===== src/rtl/refsw_pkg.sv =====
package refsw_pkg;
  typedef enum logic [1:0] {
    MD_LOCK_A = 2'b00,
    MD_LOCK_B = 2'b01,
    MD_FREE   = 2'b10,
    MD_UNST   = 2'b11
  } mode_e;

  // next mode from the request and the activity of the two references
  function automatic mode_e f_next_mode(input logic frc, input logic act_sel,
                                        input logic act_oth, input logic sel);
    if (frc)                   return MD_FREE;
    else if (!act_sel && !act_oth) return MD_FREE;
    else if (act_sel)          return sel ? MD_LOCK_B : MD_LOCK_A;
    else                       return MD_UNST;
  endfunction

  // alarm for a given next mode
  function automatic logic f_alarm(input mode_e md, input logic frc,
                                   input logic lock, input logic blank);
    case (md)
      MD_FREE: return !frc;
      MD_UNST: return 1'b1;
      default: return !lock && !blank;
    endcase
  endfunction
endpackage


===== src/rtl/act_mon.sv =====
module act_mon #(
  parameter int WIN = 64
) (
  input  logic clk,
  input  logic rst,
  input  logic ref_in,
  output logic ref_sync,
  output logic active
);
  localparam int CW = $clog2(WIN + 1);

  logic s1, s2, s3;
  logic [CW-1:0] since;
  logic rise;

  always_ff @(posedge clk) begin
    if (rst) begin
      s1 <= 1'b0;
      s2 <= 1'b0;
      s3 <= 1'b0;
    end else begin
      s1 <= ref_in;
      s2 <= s1;
      s3 <= s2;
    end
  end

  assign rise = s2 && !s3;

  // cycles since the last rising edge, saturating at WIN
  always_ff @(posedge clk) begin
    if (rst)                    since <= CW'(WIN);
    else if (rise)              since <= '0;
    else if (since != CW'(WIN)) since <= since + 1'b1;
  end

  assign active   = (since != CW'(WIN));
  assign ref_sync = s2;
endmodule


===== src/rtl/qual_timer.sv =====
module qual_timer #(
  parameter int QUAL = 125000000
) (
  input  logic clk,
  input  logic rst,
  input  logic start,
  output logic blank
);
  localparam int QW = $clog2(QUAL + 1);

  logic [QW-1:0] left;

  always_ff @(posedge clk) begin
    if (rst)            left <= '0;
    else if (start)     left <= QW'(QUAL);
    else if (left != 0) left <= left - 1'b1;
  end

  assign blank = start || (left != 0);
endmodule


===== src/rtl/refsw_ctrl.sv =====
module refsw_ctrl
  import refsw_pkg::*;
#(
  parameter int WIN  = 64,
  parameter int QUAL = 125000000
) (
  input  logic       clk,
  input  logic       rst,
  input  logic       ref_a,
  input  logic       ref_b,
  input  logic       sel_b,
  input  logic       force_fr,
  input  logic       oe_n,
  input  logic       lock_ok,
  output logic [1:0] mode,
  output logic       alarm,
  output logic       fr_stat,
  output logic       out_en,
  output logic       cmp_ref
);
  localparam int NREF = 2;

  logic [NREF-1:0] refs, act, rsync;
  logic act_a, act_b, act_sel, act_oth;
  logic sel_q, sel_chg, blank;
  mode_e mode_nxt, mode_q;
  logic alarm_nxt, alarm_q, frs_q, oen_q;

  assign refs = {ref_b, ref_a};

  for (genvar g = 0; g < NREF; g++) begin : g_mon
    act_mon #(.WIN(WIN)) u_mon (
      .clk(clk), .rst(rst), .ref_in(refs[g]),
      .ref_sync(rsync[g]), .active(act[g])
    );
  end

  assign act_a   = act[0];
  assign act_b   = act[1];
  assign act_sel = sel_b ? act_b : act_a;
  assign act_oth = sel_b ? act_a : act_b;

  always_ff @(posedge clk) begin
    if (rst) sel_q <= 1'b0;
    else     sel_q <= sel_b;
  end
  assign sel_chg = sel_b ^ sel_q;

  qual_timer #(.QUAL(QUAL)) u_qual (
    .clk(clk), .rst(rst), .start(sel_chg), .blank(blank)
  );

  assign mode_nxt  = f_next_mode(force_fr, act_sel, act_oth, sel_b);
  assign alarm_nxt = f_alarm(mode_nxt, force_fr, lock_ok, blank);

  always_ff @(posedge clk) begin
    if (rst) begin
      mode_q  <= MD_FREE;
      alarm_q <= 1'b0;
      frs_q   <= 1'b1;
      oen_q   <= 1'b0;
    end else begin
      mode_q  <= mode_nxt;
      alarm_q <= alarm_nxt;
      frs_q   <= (mode_nxt == MD_FREE);
      oen_q   <= !oe_n;
    end
  end

  assign mode    = mode_q;
  assign alarm   = alarm_q;
  assign fr_stat = frs_q;
  assign out_en  = oen_q;
  assign cmp_ref = (mode_q == MD_FREE) ? 1'b0 : (sel_b ? rsync[1] : rsync[0]);
endmodule


===== config.mk =====
export PLATFORM = sky130hd
export DESIGN_NAME = refsw_ctrl
export DESIGN_NICKNAME = d
export VERILOG_FILES = /design/src/rtl/refsw_pkg.sv /design/src/rtl/act_mon.sv /design/src/rtl/qual_timer.sv /design/src/rtl/refsw_ctrl.sv
export SDC_FILE = /design/constraint.sdc
export NUM_CORES = 1
export LEC_CHECK = 0
export BUFFER_PORTS_ARGS = -buffer_cell sky130_fd_sc_hd__buf_4
export CORE_AREA = 5 5 63 79
export CTS_CLUSTER_DIAMETER = 50
export DETAILED_ROUTE_END_ITERATION = 6
export DIE_AREA = 0 0 68 84
export HOLD_SLACK_MARGIN = 0.12
export PLACE_DENSITY = 0.76
export SKIP_LAST_GASP = 1
export SLEW_MARGIN = 20
export SYNTH_ARGS = -nofsm -noshare
export SYNTH_HDL_FRONTEND = slang
export SYNTH_SLANG_ARGS = --single-unit

===== constraint.sdc =====
create_clock -name clk -period 3.1 [get_ports clk]
set_clock_uncertainty 0.05 [all_clocks]
set_input_delay 0.62 -clock clk [delete_from_list [all_inputs] [get_ports clk]]
set_output_delay 0.62 -clock clk [all_outputs]
set_load 0.03 [all_outputs]

Word-level counts from Yosys, hierarchy flattened
Index checks and enable logic that the tools add are counted.
{ "word_totals": {"regBits": 53, "latchBits": 0, "ramBits": 0, "romBits": 0, "inputBits": 8, "memories": 0} }
{ "classes": {"n_addsub": 3, "n_mul": 0, "n_div": 0, "magnitude_cmp": 0, "eq_ne": 5, "n_shift": 0, "mux": 15, "bitwise_logic": 1, "n_reduce_logical": 20} }
{ "op_table": {"columns": ["operator", "n"], "rows": [
  ["$mux W27", 2],
  ["$mux W7", 4],
  ["$reduce_bool A27 Y1", 1],
  ["$sub A27 B1 Y27 const B", 1],
  ["$add A7 B1 Y7 const B", 2],
  ["$ne A7 B7 Y1 const B", 2],
  ["$logic_not A1 Y1", 8],
  ["$eq A2 B2 Y1 const B", 3],
  ["$mux W2", 3],
  ["$reduce_bool A2 Y1", 3],
  ["$reduce_or A2 Y1", 3],
  ["$mux W1", 5],
  ["$logic_and A1 B1 Y1", 4],
  ["$pmux W1 S2", 1],
  ["$logic_or A1 B1 Y1", 1],
  ["$xor A1 B1 Y1", 1]
]} }

Longest topological paths before layout
Gate-level depths: netlist of the first run.
{ "logic_depth": {"word_depth": 8, "ltp_mapped": 8, "mapped_depth_nobuf": 7} }

Hierarchy
Synthesis of the first run repeated with hierarchy kept, for this count alone.
{ "unflattened": {"cells_unflattened": 273, "hier_area_um2": 2547.4} }
{ "by_module_without_submodules": {"columns": ["module", "n_inst", "cells_each", "area_each_um2", "seq_area_each_um2"], "rows": [
  ["qual_timer", 1, 161, 1423.9, 540.5],
  ["act_mon", 2, 46, 452.9, 200.2],
  ["refsw_ctrl", 1, 20, 217.7, 120.1]
]} }

Least setup slack after synthesis of the first run
No wires, ideal clock.
{ "synth_timing": {"path_type": "reg-to-reg", "start": "reg u_qual.left[0]", "end": "reg u_qual.left[12]", "setup_time_ps": 132, "arrival_time_ps": 2016, "required_time_ps": 2918, "path_slack_ps": 901, "path_stages_with_launch": 9, "n_path_buf": 1, "synth_period_minus_slack_ps": 2199, "cell_sequence": "dfxtp_1 -> inv_1 -> ha_1 -> or4b_1 -> or4_4 -> buf_6 -> o2111ai_1 -> xor2_1 -> a21oi_1"} }
{ "synth_via": {"elab_chain_len": 3} }
{ "synth_lines": {"columns": ["item", "line", "rtl"], "rows": [
  ["start, declared", "qual_timer.sv:11", "logic [QW-1:0] left;"],
  ["start signal, assigned", "qual_timer.sv:15", "else if (start) left <= QW'(QUAL);"],
  ["start signal, assigned", "qual_timer.sv:16", "else if (left != 0) left <= left - 1'b1;"],
  ["$sub A27 B1 Y27", "qual_timer.sv:16", null],
  ["$mux W27", "qual_timer.sv:16", null],
  ["$mux W27", "qual_timer.sv:15", null]
]} }
Parallel ways exist; a longest one is shown, timed or not. The select of a mux whose other input is x is not followed.
A chain may end at the register's enable or synchronous reset.

Worst setup path after layout of the first run
{ "layout_timing": {"start": "reg u_qual.left[0]", "end": "reg u_qual.left[1]"} }
{ "layout_via": {"elab_chain_len": 1} }
{ "layout_lines": {"columns": ["item", "line"], "rows": [
  ["$sub A27 B1 Y27 / $reduce_bool A27 Y1 (equally long branches)", "qual_timer.sv:16"]
]} }
Parallel ways exist; a longest one is shown, timed or not.

==> results of run 1 <==
## per-layer routing
layer,vias to the layer above,wire [um],part of all wire (%)
li1,929,-,-
met1,820,1980,46
met2,27,2110,49
met3,8,144,3.3
met4,0,70,1.6
met5,-,0,0
## worst max-delay path by stage
stage                                 end  depth (start not counted)  slack (ns)           start
final                      u_qual.left[1]                          7        0.68  u_qual.left[0]
after global routing       u_qual.left[1]                          7        0.50  u_qual.left[0]
after CTS                  u_qual.left[1]                          7        0.68  u_qual.left[0]
after detailed placement   u_qual.left[1]                          7        0.71  u_qual.left[0]
after global placement     u_qual.left[1]                          7        0.77  u_qual.left[0]
after floorplan           u_qual.left[12]                          8        0.90  u_qual.left[0]
## cell families after synthesis
group / count (synthesis) / synth area share, %
simple gates: 107 / 23.6
flops: 53 / 45.0
compound gates: 41 / 11.9
xor+xnor: 34 / 12.6
buf+inv: 18 / 3.18
fa+ha+maj: 6 / 3.18
mux: 1 / 0.477
## worst max-delay path, stage by stage (launching register included)
cell and delay [ns]:
sky130_fd_sc_hd__dfxtp_1 0.33, sky130_fd_sc_hd__inv_1 0.11, sky130_fd_sc_hd__ha_1 0.15, sky130_fd_sc_hd__or4b_1 0.50, sky130_fd_sc_hd__or4_4 0.53, sky130_fd_sc_hd__nor2_1 0.24, sky130_fd_sc_hd__mux2_2 0.36, sky130_fd_sc_hd__nor2_1 0.07
## layout make-up
cell class              count  area [um2]
clock buffers               5        68.8
clock inverters             3        22.5
fillers                   363        1620
inverters                  11        41.3
multi-input cells         189        1220
flip-flops and latches     53        1060
well taps                  58        72.6
repair buffers             15         113
## cell usage after synthesis, types with 3 or more instances
cell type	count
sky130_fd_sc_hd__or4_1	5
sky130_fd_sc_hd__nor4_1	9
sky130_fd_sc_hd__a21oi_1	18
sky130_fd_sc_hd__xnor2_1	21
sky130_fd_sc_hd__clkbuf_1	6
sky130_fd_sc_hd__xor2_1	13
sky130_fd_sc_hd__dfxtp_1	53
sky130_fd_sc_hd__o21ai_0	5
sky130_fd_sc_hd__nor2_1	40
sky130_fd_sc_hd__ha_1	6
sky130_fd_sc_hd__nand2_1	8
sky130_fd_sc_hd__nor2b_1	9
sky130_fd_sc_hd__o211ai_1	5
sky130_fd_sc_hd__inv_1	11
sky130_fd_sc_hd__or2_2	3
sky130_fd_sc_hd__nand3_1	6
sky130_fd_sc_hd__nor3_1	12
sky130_fd_sc_hd__nand3b_1	3
## power breakdown
part	leakage, nW	switching (W)	total, W	internal [W]
sequential	0.436	0.0000691	0.000822	0.000753
combinational	0.487	0.000253	0.000443	0.000190
clock	0.0364	0.000235	0.000394	0.000159
## sequential cells by signal (all words and copies together), names as in the netlist
register	flops
u_qual.left	27
g_mon.u_mon.since	14
g_mon.u_mon.ref_sync	2
g_mon.u_mon.s1	2
g_mon.u_mon.s3	2
mode	2
alarm	1
fr_stat	1
out_en	1
sel_q	1
## per-stage QoR
step	area, um2	power, W	instances	utilization [%]
6_report	2600	0.00166	334	61.6
5_1_grt	2600	0.00176	334	61.6
4_1_cts	2600	0.00166	334	61.6
3_5_place_dp	2510	0.00128	326	59.5
3_3_place_gp	2510	0.00127	326	59.5
2_1_floorplan	2360	0.00117	260	-
==> report_table.html, run 1 <==
<table>
<tr><th>Metric</th><th>Value</th></tr>
<tr><th colspan="2">Die</th></tr>
<tr><td>Starting density of the core</td><td>55.9%</td></tr>
<tr><td>Overall die width</td><td>68 um</td></tr>
<tr><td>Core Footprint</td><td>0.00422 mm2</td></tr>
<tr><td>Area enclosed by the die boundary</td><td>0.00571 mm2</td></tr>
<tr><td>Die H</td><td>84 um</td></tr>
<tr><td># rows</td><td>27</td></tr>
<tr><td>Ports</td><td>14</td></tr>
<tr><th colspan="2">Logic synthesis</th></tr>
<tr><td>Biggest area contributors in the synthesized netlist</td><td>sky130_fd_sc_hd__dfxtp_1, sky130_fd_sc_hd__xnor2_1, sky130_fd_sc_hd__nor2_1</td></tr>
<tr><td>Number of synthesized register bits</td><td>53</td></tr>
<tr><td>Netlist Area Pre-Place</td><td>0.00236 mm2</td></tr>
<tr><td>Synthesis Warnings</td><td>0</td></tr>
<tr><td>Number of enable flip-flop cells after synthesis</td><td>0</td></tr>
<tr><td>Synth Flop Type</td><td>sky130_fd_sc_hd__dfxtp_1</td></tr>
<tr><td>Share of the synthesized area in the top cell type</td><td>45.0%</td></tr>
<tr><td>Mapped Nets</td><td>274</td></tr>
<tr><td>Gate count after technology mapping</td><td>260</td></tr>
<tr><td>Synth async-reset ratio</td><td>0%</td></tr>
<tr><td>Share of the yosys chip area belonging to registers</td><td>45.0%</td></tr>
<tr><td>Library cells used by synthesis</td><td>37</td></tr>
<tr><td>Synthesized area divided by synthesized cell count</td><td>9.08 um2</td></tr>
<tr><td>Library cell occupying the most area in the post-synthesis netlist</td><td>sky130_fd_sc_hd__dfxtp_1</td></tr>
<tr><th colspan="2">STA</th></tr>
<tr><td>Number of endpoints with negative hold slack in the final report</td><td>0</td></tr>
<tr><td>Setup Viol. Count Final</td><td>0</td></tr>
<tr><td>Final WS setup</td><td>0.685 ns</td></tr>
<tr><td>Count of pins over their slew limit</td><td>0</td></tr>
<tr><td>Final cycle utilization of the critical path</td><td>77.9%</td></tr>
<tr><td>Highest achievable clock rate</td><td>0.414 GHz</td></tr>
<tr><td>Max transition margin</td><td>54.2%</td></tr>
<tr><td>Worst Tran Pin Value</td><td>0.679 ns</td></tr>
<tr><td>Final critical delay including setup and external delays</td><td>2.42 ns</td></tr>
<tr><td>Min Hold Slack</td><td>0.398 ns</td></tr>
<tr><td>Unrepaired setup endpoints after global routing</td><td>false</td></tr>
<tr><td>Total Negative Setup Slacks</td><td>0 ns</td></tr>
<tr><th colspan="2">Setup path</th></tr>
<tr><td>WP data required</td><td>3.30 ns</td></tr>
<tr><td>Biggest fanout along the worst timing path</td><td>12</td></tr>
<tr><td>Source of the worst register-to-register timing path</td><td>u_qual.left[0]</td></tr>
<tr><td>Critical Path AT</td><td>2.61 ns</td></tr>
<tr><td>Crit Reg-Reg Endpoint</td><td>u_qual.left[1]</td></tr>
<tr><td>Worst setup EP type</td><td>flip-flop</td></tr>
<tr><td>CP Class</td><td>reg -&gt; reg</td></tr>
<tr><td>Critical Path Start Type</td><td>flip-flop</td></tr>
<tr><td>R2R cell count</td><td>7</td></tr>
<tr><td>Register-to-register setup slack</td><td>0.68 ns</td></tr>
<tr><th colspan="2">Final layout</th></tr>
<tr><td>Relative area change from synthesis to final layout</td><td>10.3%</td></tr>
<tr><td>Ant. Diodes</td><td>0</td></tr>
<tr><td>Most frequent standard cell in the layout excluding fill and tap cells</td><td>sky130_fd_sc_hd__dfxtp_1</td></tr>
<tr><td>Top library cells by usage in the layout, fill and taps aside</td><td>sky130_fd_sc_hd__dfxtp_1, sky130_fd_sc_hd__nor2_1, sky130_fd_sc_hd__xnor2_1</td></tr>
<tr><td>Nets</td><td>289</td></tr>
<tr><td>Share of final-layout standard cells stronger than drive strength 1</td><td>12.0%</td></tr>
<tr><th colspan="2">Detailed routing</th></tr>
<tr><td>First-pass DRT Iterations</td><td>4</td></tr>
<tr><td>Violation count after the first detailed-route iteration</td><td>96</td></tr>
<tr><td>WL per Instance</td><td>12.9 um</td></tr>
<tr><td>Aggregate routed wire length</td><td>4310 um</td></tr>
<tr><td>Antenna viol nets, final</td><td>0</td></tr>
<tr><td>Routed vias</td><td>1784</td></tr>
<tr><td>Number of design rule violations left after detail routing</td><td>0</td></tr>
<tr><td>Routed via count divided by cell count</td><td>5.34</td></tr>
<tr><th colspan="2">GRT</th></tr>
<tr><td>Peak-usage layer in the global routing report</td><td>met2</td></tr>
<tr><td>Aggregate global routing overflow</td><td>0</td></tr>
<tr><td>Grt met2 use</td><td>28.6%</td></tr>
<tr><td>Total track usage</td><td>17.2%</td></tr>
<tr><td>Number of antenna violations at the first check in global routing</td><td>0</td></tr>
<tr><td>Vias in the first global route</td><td>1773</td></tr>
<tr><td>Met3 demand-to-capacity share in global routing</td><td>4.58%</td></tr>
<tr><td>Pin count of the biggest net entering global routing</td><td>33</td></tr>
<tr><td>Global-route wire length before repair</td><td>7760 um</td></tr>
<tr><td>Met1 usage</td><td>20.8%</td></tr>
<tr><th colspan="2">Hold path</th></tr>
<tr><td>Hold Path Sink</td><td>out_en</td></tr>
<tr><td>Type of the most critical hold path</td><td>in -&gt; reg</td></tr>
<tr><td>Hold_sp</td><td>oe_n</td></tr>
<tr><td>Count of cells along the worst hold path</td><td>2</td></tr>
<tr><th colspan="2">Clock network</th></tr>
<tr><td>Register clock-pin slew on the reported worst setup and hold paths</td><td>0.10 ns</td></tr>
<tr><td>TritonCTS clock tree</td><td>yes</td></tr>
<tr><td>Worst-skew pair later-pin latency</td><td>0.31 ns</td></tr>
<tr><td>Clock Tree Root</td><td>sky130_fd_sc_hd__clkbuf_8</td></tr>
<tr><td>CTS sink count</td><td>53</td></tr>
<tr><td>Clock buffers created by TritonCTS</td><td>5</td></tr>
<tr><td>Bufs on Longest Clock Path</td><td>2</td></tr>
<tr><td>Level count of the clock H-tree</td><td>2</td></tr>
<tr><td>Number of buffers inserted to repair setup after CTS</td><td>0</td></tr>
<tr><td>Post-CTS Resized</td><td>0</td></tr>
<tr><td>CTS Hold Buffers Added</td><td>0</td></tr>
<tr><th colspan="2">Placement</th></tr>
<tr><td>Count of buffers inserted at the top-level ports</td><td>13</td></tr>
<tr><td>Routability Congestion</td><td>0.771</td></tr>
<tr><td>Pre-CTS setup slack</td><td>0.706 ns</td></tr>
<tr><td>Detail Placement HPWL</td><td>3030 um</td></tr>
<tr><th colspan="2">Pwr</th></tr>
<tr><td>Total power per unit cell area</td><td>637 mW/mm2</td></tr>
<tr><td>Leakage</td><td>0.959 nW</td></tr>
<tr><td>Peak supply drop</td><td>0.000439 V</td></tr>
<tr><th colspan="2">Outcome</th></tr>
<tr><td>Result of the run</td><td>finished clean</td></tr>
<tr><th colspan="2">Job</th></tr>
<tr><td>Max-capacitance violation count</td><td>0</td></tr>
</table>
No activity file was read; power rests on OpenSTA's default activity.
==> run 2, diff against run 1 <==
CORE_AREA = 5 5 66 82   (was 5 5 63 79)
DIE_AREA = 0 0 71 87   (was 0 0 68 84)
PLACE_DENSITY = 0.73   (was 0.76)
clock period = 2.22 ns   (was 3.1 ns; I/O delays follow)
==> report_table.html, run 2 (synthesis results as in run 1) <==
<table>
<tr><th>Metric</th><th>Value</th></tr>
<tr><th colspan="2">Setup path</th></tr>
<tr><td>Stages on the worst setup path</td><td>6</td></tr>
<tr><td>Source of the worst register-to-register timing path</td><td>u_qual.left[21]</td></tr>
<tr><td>Crit Reg-Reg Endpoint</td><td>u_qual.left[11]</td></tr>
<tr><td>Biggest fanout along the worst timing path</td><td>6</td></tr>
<tr><td>CP Class</td><td>reg -&gt; reg</td></tr>
<tr><td>Start point of the critical path</td><td>u_qual.left[21]</td></tr>
<tr><td>List of cells traversed by the critical path</td><td>or4_4 -&gt; or4_4 -&gt; buf_4 -&gt; o211ai_2 -&gt; xnor2_1 -&gt; a21oi_1</td></tr>
<tr><td>Critical path's top delay family</td><td>simple AND/OR/NAND/NOR gates</td></tr>
<tr><td>Critical Path Start Type</td><td>flip-flop</td></tr>
<tr><td>Peak per-stage delay on the critical path</td><td>0.59 ns</td></tr>
<tr><td>R2R cell count</td><td>6</td></tr>
<tr><td>Worst setup EP type</td><td>flip-flop</td></tr>
<tr><td>CP endpoint</td><td>u_qual.left[11]</td></tr>
<tr><td>Critical Path AT</td><td>2.32 ns</td></tr>
<tr><td>Register-to-register setup slack</td><td>0.04 ns</td></tr>
<tr><td>Cell with the largest stage delay on the worst path</td><td>sky130_fd_sc_hd__or4_4</td></tr>
<tr><td>Most frequent CP cell</td><td>sky130_fd_sc_hd__or4_4</td></tr>
<tr><td>Buffers plus inverters on the worst setup path</td><td>1</td></tr>
<tr><td>WP data required</td><td>2.37 ns</td></tr>
<tr><th colspan="2">Hold path</th></tr>
<tr><td>Type of the most critical hold path</td><td>in -&gt; reg</td></tr>
<tr><th colspan="2">STA</th></tr>
<tr><td>Unrepaired setup endpoints after global routing</td><td>true</td></tr>
<tr><td>Worst Tran Pin Value</td><td>0.491 ns</td></tr>
<tr><td>Final WS setup</td><td>0.0444 ns</td></tr>
<tr><td>Setup Viol. Count Final</td><td>0</td></tr>
<tr><td>Max transition margin</td><td>67.0%</td></tr>
<tr><td>Final critical delay including setup and external delays</td><td>2.18 ns</td></tr>
<tr><td>Number of endpoints with negative hold slack in the final report</td><td>0</td></tr>
<tr><td>Highest achievable clock rate</td><td>0.460 GHz</td></tr>
<tr><td>Final cycle utilization of the critical path</td><td>98.0%</td></tr>
<tr><td>Count of pins over their slew limit</td><td>0</td></tr>
<tr><th colspan="2">Die</th></tr>
<tr><td>Ports</td><td>14</td></tr>
<tr><td>Area enclosed by the die boundary</td><td>0.00618 mm2</td></tr>
<tr><td>Overall die width</td><td>71 um</td></tr>
<tr><td>Core Footprint</td><td>0.00462 mm2</td></tr>
<tr><td>Starting density of the core</td><td>51.0%</td></tr>
<tr><td>Die H</td><td>87 um</td></tr>
<tr><td># rows</td><td>28</td></tr>
<tr><th colspan="2">Clock network</th></tr>
<tr><td>Worst-skew pair later-pin latency</td><td>0.32 ns</td></tr>
<tr><td>TritonCTS clock tree</td><td>yes</td></tr>
<tr><td>Register clock-pin slew on the reported worst setup and hold paths</td><td>0.10 ns</td></tr>
<tr><td>Bufs on Longest Clock Path</td><td>2</td></tr>
<tr><td>Level count of the clock H-tree</td><td>2</td></tr>
<tr><td>Clock buffers created by TritonCTS</td><td>5</td></tr>
<tr><td>CTS sink count</td><td>53</td></tr>
<tr><td>Clock Tree Root</td><td>sky130_fd_sc_hd__clkbuf_8</td></tr>
<tr><th colspan="2">Final layout</th></tr>
<tr><td>Top library cells by usage in the layout, fill and taps aside</td><td>sky130_fd_sc_hd__dfxtp_1, sky130_fd_sc_hd__nor2_1, sky130_fd_sc_hd__buf_4</td></tr>
<tr><td>Util after Layout</td><td>60.6%</td></tr>
<tr><td>Number of fillers in the final layout</td><td>414</td></tr>
<tr><td>Sequential cell area in the final layout</td><td>0.00106 mm2</td></tr>
<tr><td>Largest registers</td><td>u_qual.left x27, g_mon.u_mon.since x14</td></tr>
<tr><td>Most frequent standard cell in the layout excluding fill and tap cells</td><td>sky130_fd_sc_hd__dfxtp_1</td></tr>
<tr><td>Post-layout instance count excluding filler cells</td><td>359</td></tr>
<tr><td>Number of flip-flops under the largest register name</td><td>27</td></tr>
<tr><td>Area used by multi-input combinational logic</td><td>0.00125 mm2</td></tr>
<tr><td>Ant. Diodes</td><td>0</td></tr>
<tr><td>Share of final-layout standard cells stronger than drive strength 1</td><td>20.4%</td></tr>
<tr><td>Relative area change from synthesis to final layout</td><td>18.8%</td></tr>
<tr><td>Nets</td><td>312</td></tr>
<tr><td>Reg with most FFs</td><td>u_qual.left</td></tr>
<tr><th colspan="2">Placement</th></tr>
<tr><td>Dpl cells</td><td>347</td></tr>
<tr><td>Count of buffers inserted at the top-level ports</td><td>13</td></tr>
<tr><td>Routability Congestion</td><td>0.795</td></tr>
<tr><td>Detail Placement HPWL</td><td>3210 um</td></tr>
<tr><td>Pre-CTS setup slack</td><td>-0.0611 ns</td></tr>
<tr><th colspan="2">Pwr</th></tr>
<tr><td>Switching share of total power</td><td>33.3%</td></tr>
<tr><td>Relative contribution of sequential cells to total power</td><td>47.4%</td></tr>
<tr><td>Peak supply drop</td><td>0.000537 V</td></tr>
<tr><td>Total power per unit cell area</td><td>856 mW/mm2</td></tr>
<tr><td>Internal Dissipation</td><td>0.00160 W</td></tr>
<tr><td>Switching power</td><td>0.000799 W</td></tr>
<tr><td>Leakage</td><td>1.08 nW</td></tr>
<tr><td>Clock network power share</td><td>23.4%</td></tr>
<tr><td>Gate power share</td><td>29.2%</td></tr>
<tr><th colspan="2">GRT</th></tr>
<tr><td>Vias in the first global route</td><td>1828</td></tr>
<tr><td>Number of antenna violations at the first check in global routing</td><td>0</td></tr>
<tr><td>Total track usage</td><td>15.5%</td></tr>
<tr><td>Pin count of the biggest net entering global routing</td><td>33</td></tr>
<tr><td>Global-route wire length before repair</td><td>7680 um</td></tr>
<tr><td>Aggregate global routing overflow</td><td>0</td></tr>
<tr><th colspan="2">Detailed routing</th></tr>
<tr><td>Aggregate routed wire length</td><td>4520 um</td></tr>
<tr><td>Routed via count divided by cell count</td><td>5.20</td></tr>
<tr><td>Routed vias</td><td>1867</td></tr>
<tr><td>WL per Instance</td><td>12.6 um</td></tr>
<tr><td>Violation count after the first detailed-route iteration</td><td>56</td></tr>
<tr><td>First-pass DRT Iterations</td><td>4</td></tr>
<tr><td>Antenna viol nets, final</td><td>0</td></tr>
<tr><td>Number of design rule violations left after detail routing</td><td>0</td></tr>
<tr><th colspan="2">Job</th></tr>
<tr><td>Max-capacitance violation count</td><td>0</td></tr>
<tr><th colspan="2">Outcome</th></tr>
<tr><td>Result of the run</td><td>finished clean</td></tr>
</table>
==> run 2: cell count changes in the layout (fill, tap and decap cells not counted), sizes merged <==
cell,change
or4,+1
inv,+2
clkinvlp,-2
buf,+22
==> run 2: layout make-up <==
| cell class | instances | share of cell area [%] |
|---|---|---|
| Inverter | 11 | 1.47 |
| Multi-Input combinational cell | 190 | 44.7 |
| Tap cell | 60 | 2.68 |
| Sequential cell | 53 | 37.9 |
| Timing Repair Buffer | 37 | 9.91 |
| Clock buffer | 5 | 2.46 |
| Clock inverter | 3 | 0.893 |
==> run 2: worst min path at each step <==
stage / cells past startpoint / start / endpoint / slack [ns]
2_1_floorplan: 1 / g_mon[0].u_mon.s1 / g_mon[0].u_mon.ref_sync / 0.36
3_3_place_gp: 1 / g_mon[1].u_mon.s1 / g_mon[1].u_mon.ref_sync / 0.37
3_5_place_dp: 1 / g_mon[1].u_mon.s1 / g_mon[1].u_mon.ref_sync / 0.38
4_1_cts: 2 / oe_n / out_en / 0.21
5_1_grt: 2 / oe_n / out_en / 0.20
6_report: 2 / oe_n / out_en / 0.22
==> run 2: what timing repair did <==
action / 4_1_cts / 5_1_grt
gates resized for setup: 1 / 5
setup endpoints to repair: 3 / 14
pin swaps: 0 / 1
buffers inserted: 0 / 3
gates cloned: 0 / 1
hold buffers: 0 / 0
==> run 2: power groups by stage <==
stage	combinational (W)	sequential [W]	clock (W)
3_5_place_dp	0.000684	0.00116	0
3_3_place_gp	0.000673	0.00115	0
6_report	0.000701	0.00114	0.000561
2_1_floorplan	0.000459	0.00117	0
5_1_grt	0.000787	0.00115	0.000624
4_1_cts	0.000686	0.00114	0.000587
==> run 2: layer usage <==
layer | part of all wire (%) | vias up | wire length (um) | GRT usage [%]
met5 | 0 | - | 0 | 0
met4 | 1.7 | 0 | 75 | 8.21
met3 | 3.0 | 7 | 136 | 3.46
li1 | - | 977 | - | -
met2 | 51 | 22 | 2290 | 26.6
met1 | 45 | 861 | 2020 | 17.9
==> run 2: through the flow <==
| step | TNS (ns) | area [um2] | hold slack (ns) | total power [W] |
|---|---|---|---|---|
| 5_1_grt | -0.170 | 2800 | 0.199 | 0.00256 |
| 4_1_cts | -0.0439 | 2750 | 0.208 | 0.00241 |
| 6_report | 0 | 2800 | 0.219 | 0.00240 |
| 2_1_floorplan | 0 | 2360 | 0.364 | 0.00163 |
| 3_5_place_dp | -0.120 | 2660 | 0.378 | 0.00184 |
| 3_3_place_gp | 0 | 2660 | 0.369 | 0.00183 |
==> run 2: worst register-to-register path, cell delays in order, from the launching register on <==
cell	delay, ns
sky130_fd_sc_hd__dfxtp_1	0.32
sky130_fd_sc_hd__or4_4	0.56
sky130_fd_sc_hd__or4_4	0.59
sky130_fd_sc_hd__buf_4	0.17
sky130_fd_sc_hd__o211ai_2	0.15
sky130_fd_sc_hd__xnor2_1	0.13
sky130_fd_sc_hd__a21oi_1	0.08
